[config.mk]
export PLATFORM = sky130hd
export DESIGN_NAME = twb_master
export DESIGN_NICKNAME = d
export VERILOG_FILES = /design/src/rtl/twb_pkg.sv /design/src/rtl/twb_regs.sv /design/src/rtl/twb_phase.sv /design/src/rtl/twb_seq.sv /design/src/rtl/twb_master.sv
export SDC_FILE = /design/constraint.sdc
export NUM_CORES = 1
export LEC_CHECK = 0
export BUFFER_PORTS_ARGS = -buffer_cell sky130_fd_sc_hd__buf_2
export CAP_MARGIN = 30
export CORE_AREA = 8 8 98 100
export CTS_CLUSTER_DIAMETER = 150
export CTS_CLUSTER_SIZE = 14
export DETAILED_ROUTE_END_ITERATION = 8
export DIE_AREA = 0 0 106 108
export HOLD_SLACK_MARGIN = 0.03
export PLACE_DENSITY = 0.6
export SYNTH_ARGS = -nofsm -noshare
export SYNTH_HDL_FRONTEND = slang
export SYNTH_SLANG_ARGS = --single-unit
[constraint.sdc]
create_clock -name clk -period 2 [get_ports clk]
set_input_delay 0.1 -clock clk [delete_from_list [all_inputs] [get_ports clk]]
set_output_delay 0.1 -clock clk [all_outputs]
set_load 0.02 [all_outputs]
[src/rtl/twb_pkg.sv]
package twb_pkg;
  localparam int unsigned REG_W   = 8;
  localparam int unsigned PH_N    = 4;
  localparam int unsigned PH_W    = $clog2(PH_N);
  localparam int unsigned HOLD_PH = 2;

  // control bit positions
  localparam int unsigned C_CE  = 7;
  localparam int unsigned C_EN  = 6;
  localparam int unsigned C_STA = 5;
  localparam int unsigned C_STP = 4;
  localparam int unsigned C_FLG = 3;
  localparam int unsigned C_AAK = 2;

  // register selects
  localparam logic [1:0] SEL_CTL  = 2'd0;
  localparam logic [1:0] SEL_DATA = 2'd1;
  localparam logic [1:0] SEL_IE   = 2'd2;

  // status codes
  localparam logic [7:0] ST_IDLE   = 8'hF8;
  localparam logic [7:0] ST_START  = 8'h08;
  localparam logic [7:0] ST_RSTART = 8'h10;
  localparam logic [7:0] ST_WA_ACK = 8'h18;
  localparam logic [7:0] ST_WA_NAK = 8'h20;
  localparam logic [7:0] ST_WD_ACK = 8'h28;
  localparam logic [7:0] ST_WD_NAK = 8'h30;
  localparam logic [7:0] ST_RA_ACK = 8'h40;
  localparam logic [7:0] ST_RA_NAK = 8'h48;
  localparam logic [7:0] ST_RD_ACK = 8'h50;
  localparam logic [7:0] ST_RD_NAK = 8'h58;

  typedef enum logic [2:0] {
    SQ_IDLE, SQ_HELD, SQ_START, SQ_RSTART, SQ_STOP, SQ_BYTE
  } seq_e;
endpackage

[src/rtl/twb_regs.sv]
module twb_regs
  import twb_pkg::*;
#(
  parameter int unsigned W = REG_W
) (
  input  logic         clk,
  input  logic         rst_n,
  input  logic         we,
  input  logic [1:0]   sel,
  input  logic [W-1:0] wdata,
  input  logic         ev_done,
  input  logic         ev_code_we,
  input  logic [7:0]   ev_code,
  input  logic         rx_we,
  input  logic [W-1:0] rx_byte,
  input  logic         clr_sta,
  input  logic         clr_stp,
  output logic [7:0]   ctl_q,
  output logic [W-1:0] data_q,
  output logic [7:0]   status_q,
  output logic         ie_q
);
  logic ce, en, sta, stp, flg, aak;

  always_ff @(posedge clk) begin
    if (!rst_n) begin
      ce <= 1'b0; en <= 1'b0; sta <= 1'b0; stp <= 1'b0;
      flg <= 1'b0; aak <= 1'b0;
      data_q   <= '0;
      status_q <= ST_IDLE;
      ie_q     <= 1'b0;
    end else begin
      if (we && sel == SEL_CTL) begin
        ce  <= wdata[C_CE];
        en  <= wdata[C_EN];
        sta <= wdata[C_STA];
        stp <= wdata[C_STP];
        flg <= flg & wdata[C_FLG];
        aak <= wdata[C_AAK];
      end
      if (clr_sta) sta <= 1'b0;
      if (clr_stp) stp <= 1'b0;
      if (ev_done) flg <= 1'b1;
      if (we && sel == SEL_DATA) data_q <= wdata;
      if (rx_we) data_q <= rx_byte;
      if (we && sel == SEL_IE) ie_q <= wdata[0];
      if (ev_code_we) status_q <= ev_code;
    end
  end

  always_comb begin
    ctl_q        = '0;
    ctl_q[C_CE]  = ce;
    ctl_q[C_EN]  = en;
    ctl_q[C_STA] = sta;
    ctl_q[C_STP] = stp;
    ctl_q[C_FLG] = flg;
    ctl_q[C_AAK] = aak;
  end
endmodule

[src/rtl/twb_phase.sv]
module twb_phase
  import twb_pkg::*;
#(
  parameter int unsigned N    = PH_N,
  parameter int unsigned HOLD = HOLD_PH,
  parameter int unsigned W    = $clog2(N)
) (
  input  logic         clk,
  input  logic         rst_n,
  input  logic         tick,
  input  logic         run,
  input  logic         scl_in,
  output logic [W-1:0] ph,
  output logic         step
);
  localparam logic [W-1:0] LAST = W'(N - 1);
  localparam logic [W-1:0] HPH  = W'(HOLD);

  logic hold;
  assign hold = (ph == HPH) && !scl_in;
  assign step = tick && run && !hold;

  always_ff @(posedge clk) begin
    if (!rst_n)       ph <= '0;
    else if (!run)    ph <= '0;
    else if (step)    ph <= (ph == LAST) ? '0 : ph + 1'b1;
  end
endmodule

[src/rtl/twb_seq.sv]
module twb_seq
  import twb_pkg::*;
#(
  parameter int unsigned W  = REG_W,
  parameter int unsigned PW = PH_W
) (
  input  logic          clk,
  input  logic          rst_n,
  input  logic          en,
  input  logic          flg,
  input  logic          sta,
  input  logic          stp,
  input  logic          aak,
  input  logic [W-1:0]  data_q,
  input  logic          step,
  input  logic [PW-1:0] ph,
  input  logic          scl_in,
  input  logic          sda_in,
  output logic          scl_oe,
  output logic          sda_oe,
  output logic          run,
  output logic          in_byte,
  output logic          ev_done,
  output logic          ev_code_we,
  output logic [7:0]    ev_code,
  output logic          rx_we,
  output logic [W-1:0]  rx_byte,
  output logic          clr_sta,
  output logic          clr_stp
);
  localparam int unsigned SW = $clog2(W + 1);
  localparam logic [SW-1:0] ACK_SLOT = SW'(W);
  localparam logic [PW-1:0] P0 = PW'(0);
  localparam logic [PW-1:0] P1 = PW'(1);
  localparam logic [PW-1:0] P2 = PW'(2);
  localparam logic [PW-1:0] P3 = PW'(3);

  seq_e          st;
  logic [SW-1:0] slot;
  logic [W-1:0]  shreg;
  logic          is_addr, rd_mode, acked;
  logic          rx_now, last_slot, drive, bus_free;
  logic [7:0]    byte_code;

  assign rx_now    = !is_addr && rd_mode;
  assign last_slot = (slot == ACK_SLOT);
  assign bus_free  = sda_in && scl_in;
  assign run       = (st == SQ_START) || (st == SQ_RSTART) ||
                     (st == SQ_STOP)  || (st == SQ_BYTE);
  assign in_byte   = (st == SQ_BYTE);
  assign rx_byte   = shreg;

  always_comb begin
    if (last_slot) drive = rx_now ? aak : 1'b0;
    else           drive = rx_now ? 1'b0 : !shreg[W-1];
  end

  always_comb begin
    if (is_addr)
      byte_code = rd_mode ? (acked ? ST_RA_ACK : ST_RA_NAK)
                          : (acked ? ST_WA_ACK : ST_WA_NAK);
    else
      byte_code = rd_mode ? (acked ? ST_RD_ACK : ST_RD_NAK)
                          : (acked ? ST_WD_ACK : ST_WD_NAK);
  end

  // completion events, same edge as the state change
  always_comb begin
    ev_done = 1'b0; ev_code_we = 1'b0; ev_code = ST_IDLE;
    rx_we = 1'b0; clr_sta = 1'b0; clr_stp = 1'b0;
    unique case (st)
      SQ_IDLE: begin
        if (en && stp && !sta) clr_stp = 1'b1;
      end
      SQ_START: begin
        if (step && ph == P0 && !bus_free) clr_sta = 1'b1;
        if (step && ph == P3) begin
          clr_sta = 1'b1; ev_done = 1'b1; ev_code_we = 1'b1; ev_code = ST_START;
        end
      end
      SQ_RSTART: begin
        if (step && ph == P3) begin
          clr_sta = 1'b1; ev_done = 1'b1; ev_code_we = 1'b1; ev_code = ST_RSTART;
        end
      end
      SQ_STOP: begin
        if (step && ph == P3) begin
          clr_stp = 1'b1; ev_code_we = 1'b1; ev_code = ST_IDLE;
        end
      end
      SQ_BYTE: begin
        if (step && ph == P3 && last_slot) begin
          ev_done = 1'b1; ev_code_we = 1'b1; ev_code = byte_code;
          rx_we = rx_now;
        end
      end
      default: ;
    endcase
  end

  always_ff @(posedge clk) begin
    if (!rst_n) begin
      st <= SQ_IDLE; slot <= '0; shreg <= '0;
      is_addr <= 1'b0; rd_mode <= 1'b0; acked <= 1'b0;
      scl_oe <= 1'b0; sda_oe <= 1'b0;
    end else begin
      unique case (st)
        SQ_IDLE: begin
          scl_oe <= 1'b0;
          sda_oe <= 1'b0;
          if (en && sta && !flg) st <= SQ_START;
        end
        SQ_START: if (step) begin
          unique case (ph)
            P0: if (!bus_free) st <= SQ_IDLE;
            P1: sda_oe <= 1'b1;
            P2: scl_oe <= 1'b1;
            P3: begin st <= SQ_HELD; is_addr <= 1'b1; end
            default: ;
          endcase
        end
        SQ_HELD: begin
          if (en && !flg) begin
            if (stp)      st <= SQ_STOP;
            else if (sta) st <= SQ_RSTART;
            else begin
              st    <= SQ_BYTE;
              slot  <= '0;
              shreg <= data_q;
              if (is_addr) rd_mode <= data_q[0];
            end
          end
        end
        SQ_RSTART: if (step) begin
          unique case (ph)
            P0: sda_oe <= 1'b0;
            P1: scl_oe <= 1'b0;
            P2: sda_oe <= 1'b1;
            P3: begin scl_oe <= 1'b1; st <= SQ_HELD; is_addr <= 1'b1; end
            default: ;
          endcase
        end
        SQ_STOP: if (step) begin
          unique case (ph)
            P0: sda_oe <= 1'b1;
            P1: scl_oe <= 1'b0;
            P2: sda_oe <= 1'b0;
            P3: st <= SQ_IDLE;
            default: ;
          endcase
        end
        SQ_BYTE: if (step) begin
          unique case (ph)
            P0: sda_oe <= drive;
            P1: scl_oe <= 1'b0;
            P2: begin
              if (last_slot)   acked <= !sda_in;
              else if (rx_now) shreg <= {shreg[W-2:0], sda_in};
            end
            P3: begin
              scl_oe <= 1'b1;
              if (!rx_now && !last_slot) shreg <= {shreg[W-2:0], 1'b0};
              if (last_slot) begin
                st      <= SQ_HELD;
                is_addr <= 1'b0;
              end else begin
                slot <= slot + 1'b1;
              end
            end
            default: ;
          endcase
        end
        default: st <= SQ_IDLE;
      endcase
    end
  end
endmodule

[src/rtl/twb_master.sv]
module twb_master
  import twb_pkg::*;
#(
  parameter int unsigned W = REG_W
) (
  input  logic         clk,
  input  logic         rst_n,
  input  logic         tick,
  input  logic         reg_we,
  input  logic [1:0]   reg_sel,
  input  logic [W-1:0] reg_wdata,
  output logic [7:0]   ctl_q,
  output logic [W-1:0] data_q,
  output logic [7:0]   status_q,
  output logic         irq_o,
  input  logic         scl_i,
  input  logic         sda_i,
  output logic         scl_oe,
  output logic         sda_oe
);
  logic            ie_q, ev_done, ev_code_we, rx_we, clr_sta, clr_stp;
  logic [7:0]      ev_code;
  logic [W-1:0]    rx_byte;
  logic            run, step, seq_in_byte;
  logic [PH_W-1:0] ph;

  twb_regs #(.W(W)) u_regs (
    .clk(clk), .rst_n(rst_n), .we(reg_we), .sel(reg_sel), .wdata(reg_wdata),
    .ev_done(ev_done), .ev_code_we(ev_code_we), .ev_code(ev_code),
    .rx_we(rx_we), .rx_byte(rx_byte), .clr_sta(clr_sta), .clr_stp(clr_stp),
    .ctl_q(ctl_q), .data_q(data_q), .status_q(status_q), .ie_q(ie_q)
  );

  twb_phase #(.N(PH_N), .HOLD(HOLD_PH), .W(PH_W)) u_phase (
    .clk(clk), .rst_n(rst_n), .tick(tick), .run(run), .scl_in(scl_i),
    .ph(ph), .step(step)
  );

  twb_seq #(.W(W), .PW(PH_W)) u_seq (
    .clk(clk), .rst_n(rst_n),
    .en(ctl_q[C_EN]), .flg(ctl_q[C_FLG]), .sta(ctl_q[C_STA]),
    .stp(ctl_q[C_STP]), .aak(ctl_q[C_AAK]), .data_q(data_q),
    .step(step), .ph(ph), .scl_in(scl_i), .sda_in(sda_i),
    .scl_oe(scl_oe), .sda_oe(sda_oe), .run(run), .in_byte(seq_in_byte),
    .ev_done(ev_done), .ev_code_we(ev_code_we), .ev_code(ev_code),
    .rx_we(rx_we), .rx_byte(rx_byte), .clr_sta(clr_sta), .clr_stp(clr_stp)
  );

  assign irq_o = ie_q && (status_q != ST_IDLE);
endmodule

# --- Word level (Yosys, flattened, before mapping) ---
# Cells that the tools add are included.
classes:
  add_sub_neg: 2
  n_reduce_logical: 55
  muxes: 83
  n_eq_ne: 41
  bitwise_logic: 4
ops:
  columns: ["operator", "n"]
  rows:
  - ["$mux W8", 15]
  - ["$mux W3", 13]
  - ["$mux W4", 8]
  - ["$pmux W8 S2", 2]
  - ["$mux W1", 28]
  - ["$ne A2 B1 Y1 const B", 12]
  - ["$pmux W8 S3", 1]
  - ["$logic_and A1 B1 Y1", 19]
  - ["$pmux W3 S6", 1]
  - ["$reduce_and A9 Y1", 2]
  - ["$ne A2 B2 Y1 const B", 8]
  - ["$pmux W1 S2", 8]
  - ["$ne A3 B3 Y1 const B", 5]
  - ["$reduce_and A7 Y1", 2]
  - ["$reduce_and A12 Y1", 1]
  - ["$logic_not A1 Y1", 10]
  - ["$ne A8 B8 Y1 const B", 1]
  - ["$pmux W4 S2", 1]
  - ["$reduce_bool A2 Y1", 4]
  - ["$reduce_or A2 Y1", 4]
  - ["$eq A2 B2 Y1 const B", 3]
  - ["$eq A3 B2 Y1 const B", 2]
  - ["$eq A3 B3 Y1 const B", 2]
  - ["$mux W6", 1]
  - ["other kinds (24)", 32]
totals:
  reg_bits: 45
  out_inout_bits: 27
  inputBits: 16
  elab_cells: 203

# --- Depth between registers and ports, before layout ---
depth:
  depth_word: 12
  ltp_mapped: 12
  mapped_depth_nobuf: 7

# --- By module ---
# Synthesis repeated with hierarchy kept, for this count alone.
unflattened:
  hier_cells: 311
  hier_area_um2: 2656.3
modules_own_cells:
  columns: ["mod", "cells_each", "seq_area_each_um2", "area_per_inst_um2", "n_inst"]
  rows:
  - ["twb_seq", 190, 400.4, 1514.0, 1]
  - ["twb_regs", 105, 460.4, 983.4, 1]
  - ["twb_phase", 13, 40.0, 135.1, 1]
  - ["twb_master", 3, 0.0, 23.8, 1]

# --- Worst setup path before layout ---
# Ideal clock, no wire load.
synth_path:
  path_type: "reg-to-reg"
  start: "register u_seq.st[2]"
  end: "register u_regs.data_q[3]"
  stages_incl_launch_ff: 13
  t_required_ns: 1.857
  t_arrival_ns: 1.932
  path_buffers: 5
  synth_period_minus_slack_ns: 2.075
  slack_ns: -0.075
  setup_ns: 0.143
  cell_sequence: "dfxtp_1 -> buf_6 -> buf_2 -> inv_1 -> ha_1 -> nor2b_1 -> buf_2 -> and3_4 -> buf_6 -> nand3_4 -> buf_8 -> nor2_1 -> a211oi_2"
synth_via:
  elab_chain_len: 11
  word_cells_on_any_way: 15
  cone_classes: "eq/ne (4); mux (3); reduce/logical (8)"
synth_lines:
  columns: ["element", "line_no", "source"]
  rows:
  - ["from (decl)", "twb_seq.sv:38", "seq_e st;"]
  - ["from (signal assigned)", "twb_seq.sv:103", "st <= SQ_IDLE; slot <= '0; shreg <= '0;"]
  - ["from (signal assigned)", "twb_seq.sv:111", "if (en && sta && !flg) st <= SQ_START;"]
  - ["from (signal assigned)", "twb_seq.sv:115", "P0: if (!bus_free) st <= SQ_IDLE;"]
  - ["$eq A3 B2 Y1", "twb_seq.sv:48", "assign run = (st == SQ_START) || (st == SQ_RSTART) ||"]
  - ["$logic_or A1 B1 Y1 (2 in a row)", "twb_seq.sv:48", null]
  - ["$logic_or A1 B1 Y1", "twb_seq.sv:49", "(st == SQ_STOP) || (st == SQ_BYTE);"]
  - ["$logic_and A1 B1 Y1 (2 in a row)", "twb_phase.sv:21", "assign step = tick && run && !hold;"]
  - ["$logic_and A1 B1 Y1 (2 in a row)", "twb_seq.sv:92", "if (step && ph == P3 && last_slot) begin"]
  - ["$mux W1", "twb_seq.sv:92", null]
  - ["$mux W1 (*)", "twb_seq.sv:71", "unique case (st)"]
  - ["$mux W8 or $reduce_bool A2 Y1 (tied branches)", null, null]
  - ["to (signal assigned)", "twb_regs.sv:44", "if (we && sel == SEL_DATA) data_q <= wdata;"]
  - ["to (signal assigned)", "twb_regs.sv:45", "if (rx_we) data_q <= rx_byte;"]
  - ["to (decl)", "twb_regs.sv:19", "output logic [W-1:0] data_q,"]
# Mark *: on every way between the ends. The rest lies on a longest branch, timed or not.
# A chain may end at the register's enable or synchronous reset.

# --- Worst setup path in the final report ---
layout_path:
  start: "register u_seq.st[2]"
  end: "register u_seq.slot[3]"
layout_via:
  elab_chain_len: 8
  word_cells_on_any_way: 19
  cone_classes: "eq/ne (11); mux (1); reduce/logical (7)"
layout_lines:
  columns: ["element", "line_no", "source"]
  rows:
  - ["$eq A3 B2 Y1", "twb_seq.sv:48", null]
  - ["$logic_or A1 B1 Y1 (2 in a row)", "twb_seq.sv:48", null]
  - ["$logic_or A1 B1 Y1", "twb_seq.sv:49", null]
  - ["$logic_and A1 B1 Y1 (2 in a row)", "twb_phase.sv:21", null]
  - ["$ne A2 B1 Y1 (no source line)", null, null]
  - ["$reduce_and A7 Y1 (no source line)", null, null]
  - ["to (signal assigned)", "twb_seq.sv:167", "slot <= slot + 1'b1;"]
  - ["to (decl)", "twb_seq.sv:39", "logic [SW-1:0] slot;"]
# Parallel ways exist; a longest one is shown, timed or not.

==> flow_summary_export.csv <==
group,metric,value,unit
run_status,status,"completed",
synth,yosys.area_share.simple,0.223,
worst_setup_path,crit_path_max_incr_delay,0.33,ns
min_path,hold_path.class,"primary input to flip-flop",
sta,hold_violations,0,
final_layout,final_core_util,0.380,
floorplan,die_width,106,µm
sta,fmax,534,MHz
synth,synth_seq_cells,42,
floorplan,fp.dieH,108,µm
worst_setup_path,required,2.19,ns
place,hpwlAfterDp,5290,µm
power,peakVddDrop,0.000208,V
worst_setup_path,startpoint,"u_seq.st[2]",
clock_tree,holdBufCountCts,0,
synth,synthCells,312,
floorplan,core.rowCount,33,
place,place.gp.congestion,0.795,
sta,rsz0062_at_grt,"no",
drt,vias,2277,
sta,layout_setup_ws,0.128,ns
sta,worst_slew_pin_slew,0.689,ns
synth,synth_edf_count,0,
drt,drc,0,
drt,wl,6910,µm
floorplan,die_area,11400,µm²
worst_setup_path,crit-reg2reg-launch,"u_seq.st[2]",
sta,max_slew_margin,0.539,
global_route,grt_overflow,0,
final_layout,n_antenna_cell,0,
synth,netlist_area,2740,µm²
sta,setup_viol,0,
worst_setup_path,crit_type,"flip-flop to flip-flop",
clock_tree,clk_latency,0.30,ns
synth,synth.area.top_cells,"dfxtp_1, mux2i_1, ha_1",
synth,synth_top_cell_by_area,"dfxtp_1",
synth,synth_ff_type,"dfxtp_1",
synth,synth_top_family_by_area,"compound AO/OA/AOI/OAI gates",
flow_run,maxCapViolations,0,
synth,synth_xor_area_frac,0.00639,
clock_tree,cts-root-buf,"clkbuf_8",
power,finalPower,0.00154,W
sta,period_needed,1.87,ns
floorplan,initial_core_util,0.340,
floorplan,io_pins,43,
synth,synth-async-reset-ratio,0,
drt,drt_iter0_markers,138,
power,p_leak,1.20,nW
global_route,grt_max_degree,21,
global_route,grt_pass1_wl,11400,µm
synth,synth-adder-area-share,0.0456,
global_route,grt_pass1_vias,2177,
worst_setup_path,cp-start-kind,"flip-flop",
sta,maxSlewViolCount,0,
drt,drtPass1Iterations,4,
final_layout,fillers,827,
synth,synth_compound_area_frac,0.237,
final_layout,area_delta_synth_final,11.7,%
final_layout,final_cells,448,
worst_setup_path,critPathArrivalTime,2.07,ns
drt,routedWlPerCell,15.4,µm
final_layout,final_common_cell,"dfxtp_1",
sta,skew,0.00228,ns
sta,finalCritPeriodShare,0.936,
worst_setup_path,reg2reg_depth,7,
synth,ys_seq_area_frac,0.307,
synth,ys_warn_count,0,
synth,netlist.area_leader.share,0.307,
power,p_per_area,503,nW/µm²
clock_tree,clk_pin_slew_worst_paths,0.08,ns
clock_tree,cts.sinks,42,
synth,synthMuxAreaShare,0.0790,
clock_tree,h-tree-depth,2,
worst_setup_path,slowest_stage,"dfxtp_1",
worst_setup_path,rr_endpoint,"u_seq.slot[3]",
final_layout,drive_gt1_frac,0.268,
final_layout,final_nets,368,
worst_setup_path,critPathMaxFanout,5,
place,pre_cts_ws,-0.0402,ns
clock_tree,cts_tree,"yes",
synth,synth.avg_cell_area,8.79,µm²
drt,final_antenna_net_count,0,
final_layout,layout_common_cells,"dfxtp_1, buf_2, nand2_1, nor2_1, a21oi_1",
worst_setup_path,crit_path_end_kind,"flip-flop",
drt,vias_per_cell,5.08,
global_route,track_usage,0.124,
worst_setup_path,r2r_setup_slack,0.13,ns
global_route,antenna_found_initial,0,
clock_tree,cts_buffers,5,
worst_setup_path,crit_chain,"inv_1, ha_1, nor2b_2, nand3_2, a21oi_4, nand4_1, mux2_1",
place,placed_cells,440,
place,io_buffer_count,37,
synth,ys_types,62,
clock_tree,cts_buffer_depth,2,
worst_setup_path,crit_end,"u_seq.slot[3]",
floorplan,coreArea,8050,µm²
==> stage by stage <==
step                hold slack [ns]  TNS (ns)  instance area, µm²
floorplan                     0.244         0                2770
global placement              0.355         0                2970
detailed placement            0.362    -0.252                2970
CTS                          0.0459         0                3060
global route                 0.0505         0                3060
finish                       0.0499         0                3060
==> how the worst min path moves through the flow <==
| stage | to | startpoint | slack (ns) | cells past startpoint |
|---|---|---|---|---|
| floorplan | u_regs.ie_q | reg_wdata[0] | 0.24 | 2 |
| global placement | u_regs.ce | reg_wdata[7] | 0.36 | 3 |
| detailed placement | u_regs.en | reg_wdata[6] | 0.36 | 3 |
| CTS | u_regs.en | reg_wdata[6] | 0.05 | 3 |
| global route | u_regs.aak | reg_wdata[2] | 0.05 | 3 |
| finish | u_regs.en | reg_wdata[6] | 0.05 | 3 |
==> worst max-delay path: cells and delay by family, from the launching register on <==
kind | cells | cell delay [ns]
and+or+nand+nor | 3 | 0.52
DFF | 1 | 0.33
muxes | 1 | 0.32
adders and majority gates | 1 | 0.30
AOI/OAI and AO/OA | 1 | 0.21
buffers and inverters | 1 | 0.07
==> what timing repair did <==
action / in CTS / in global routing
setup endpoints to repair: 10 / 2
gates resized for setup: 2 / 2
buffers inserted: 0 / 0
==> kinds of logic after synthesis <==
| kind of cell | count (synthesis) |
|---|---|
| buf+inv | 47 |
| simple gates | 110 |
| fa+ha+maj | 10 |
| flops | 42 |
| mux | 21 |
| other cells | 1 |
| compound gates | 79 |
| xor+xnor | 2 |
==> state kept, by name (all words and copies together), names as in the netlist <==
name,cells
u_regs.data_q,8
u_seq.rx_byte,8
u_regs.status_q,5
u_seq.slot,4
u_seq.st,3
u_phase.ph,2
u_regs.aak,1
u_regs.ce,1
u_regs.en,1
u_regs.flg,1
u_regs.ie_q,1
u_regs.sta,1
u_regs.stp,1
u_seq.acked,1
u_seq.is_addr,1
u_seq.rd_mode,1
u_seq.scl_oe,1
u_seq.sda_oe,1
==> final cells by class <==
type                       instances  area, µm²  area share
sequential                        42        841       0.275
multi-input combinational        227       1650       0.538
clock buffer                       6       72.6      0.0237
timing repair buffer              50        295      0.0964
inverter                          16       60.1      0.0196
clock inverter                     2       13.8     0.00449
tap                              105        131      0.0429
==> cell usage after synthesis (6+ instances only) <==
| master | n |
|---|---|
| dfxtp_1 | 42 |
| nand2_1 | 31 |
| nor2_1 | 31 |
| a21oi_1 | 21 |
| mux2i_1 | 18 |
| inv_1 | 16 |
| buf_4 | 14 |
| ha_1 | 10 |
| a211oi_2 | 9 |
| a31oi_1 | 8 |
| a311oi_2 | 7 |
| buf_2 | 6 |
| nand2b_1 | 6 |
| o21ai_0 | 6 |
==> power breakdown <==
group	leakage [nW]	switching, W	internal (W)
Clock	0.0452	0.000317	0.000247
Combinational	0.814	0.0000753	0.0000475
Sequential	0.339	0.0000101	0.000845
==> per-layer routing <==
layer  global-route usage  vias up  routed length, µm
met5                    0        -                  0
met4               0.0482        0                102
met3               0.0339        6                418
met2                0.202       47               3260
met1                0.152     1072               3130
li1                     -     1152                  -
Note: power is estimated with default switching activity, not from simulation.
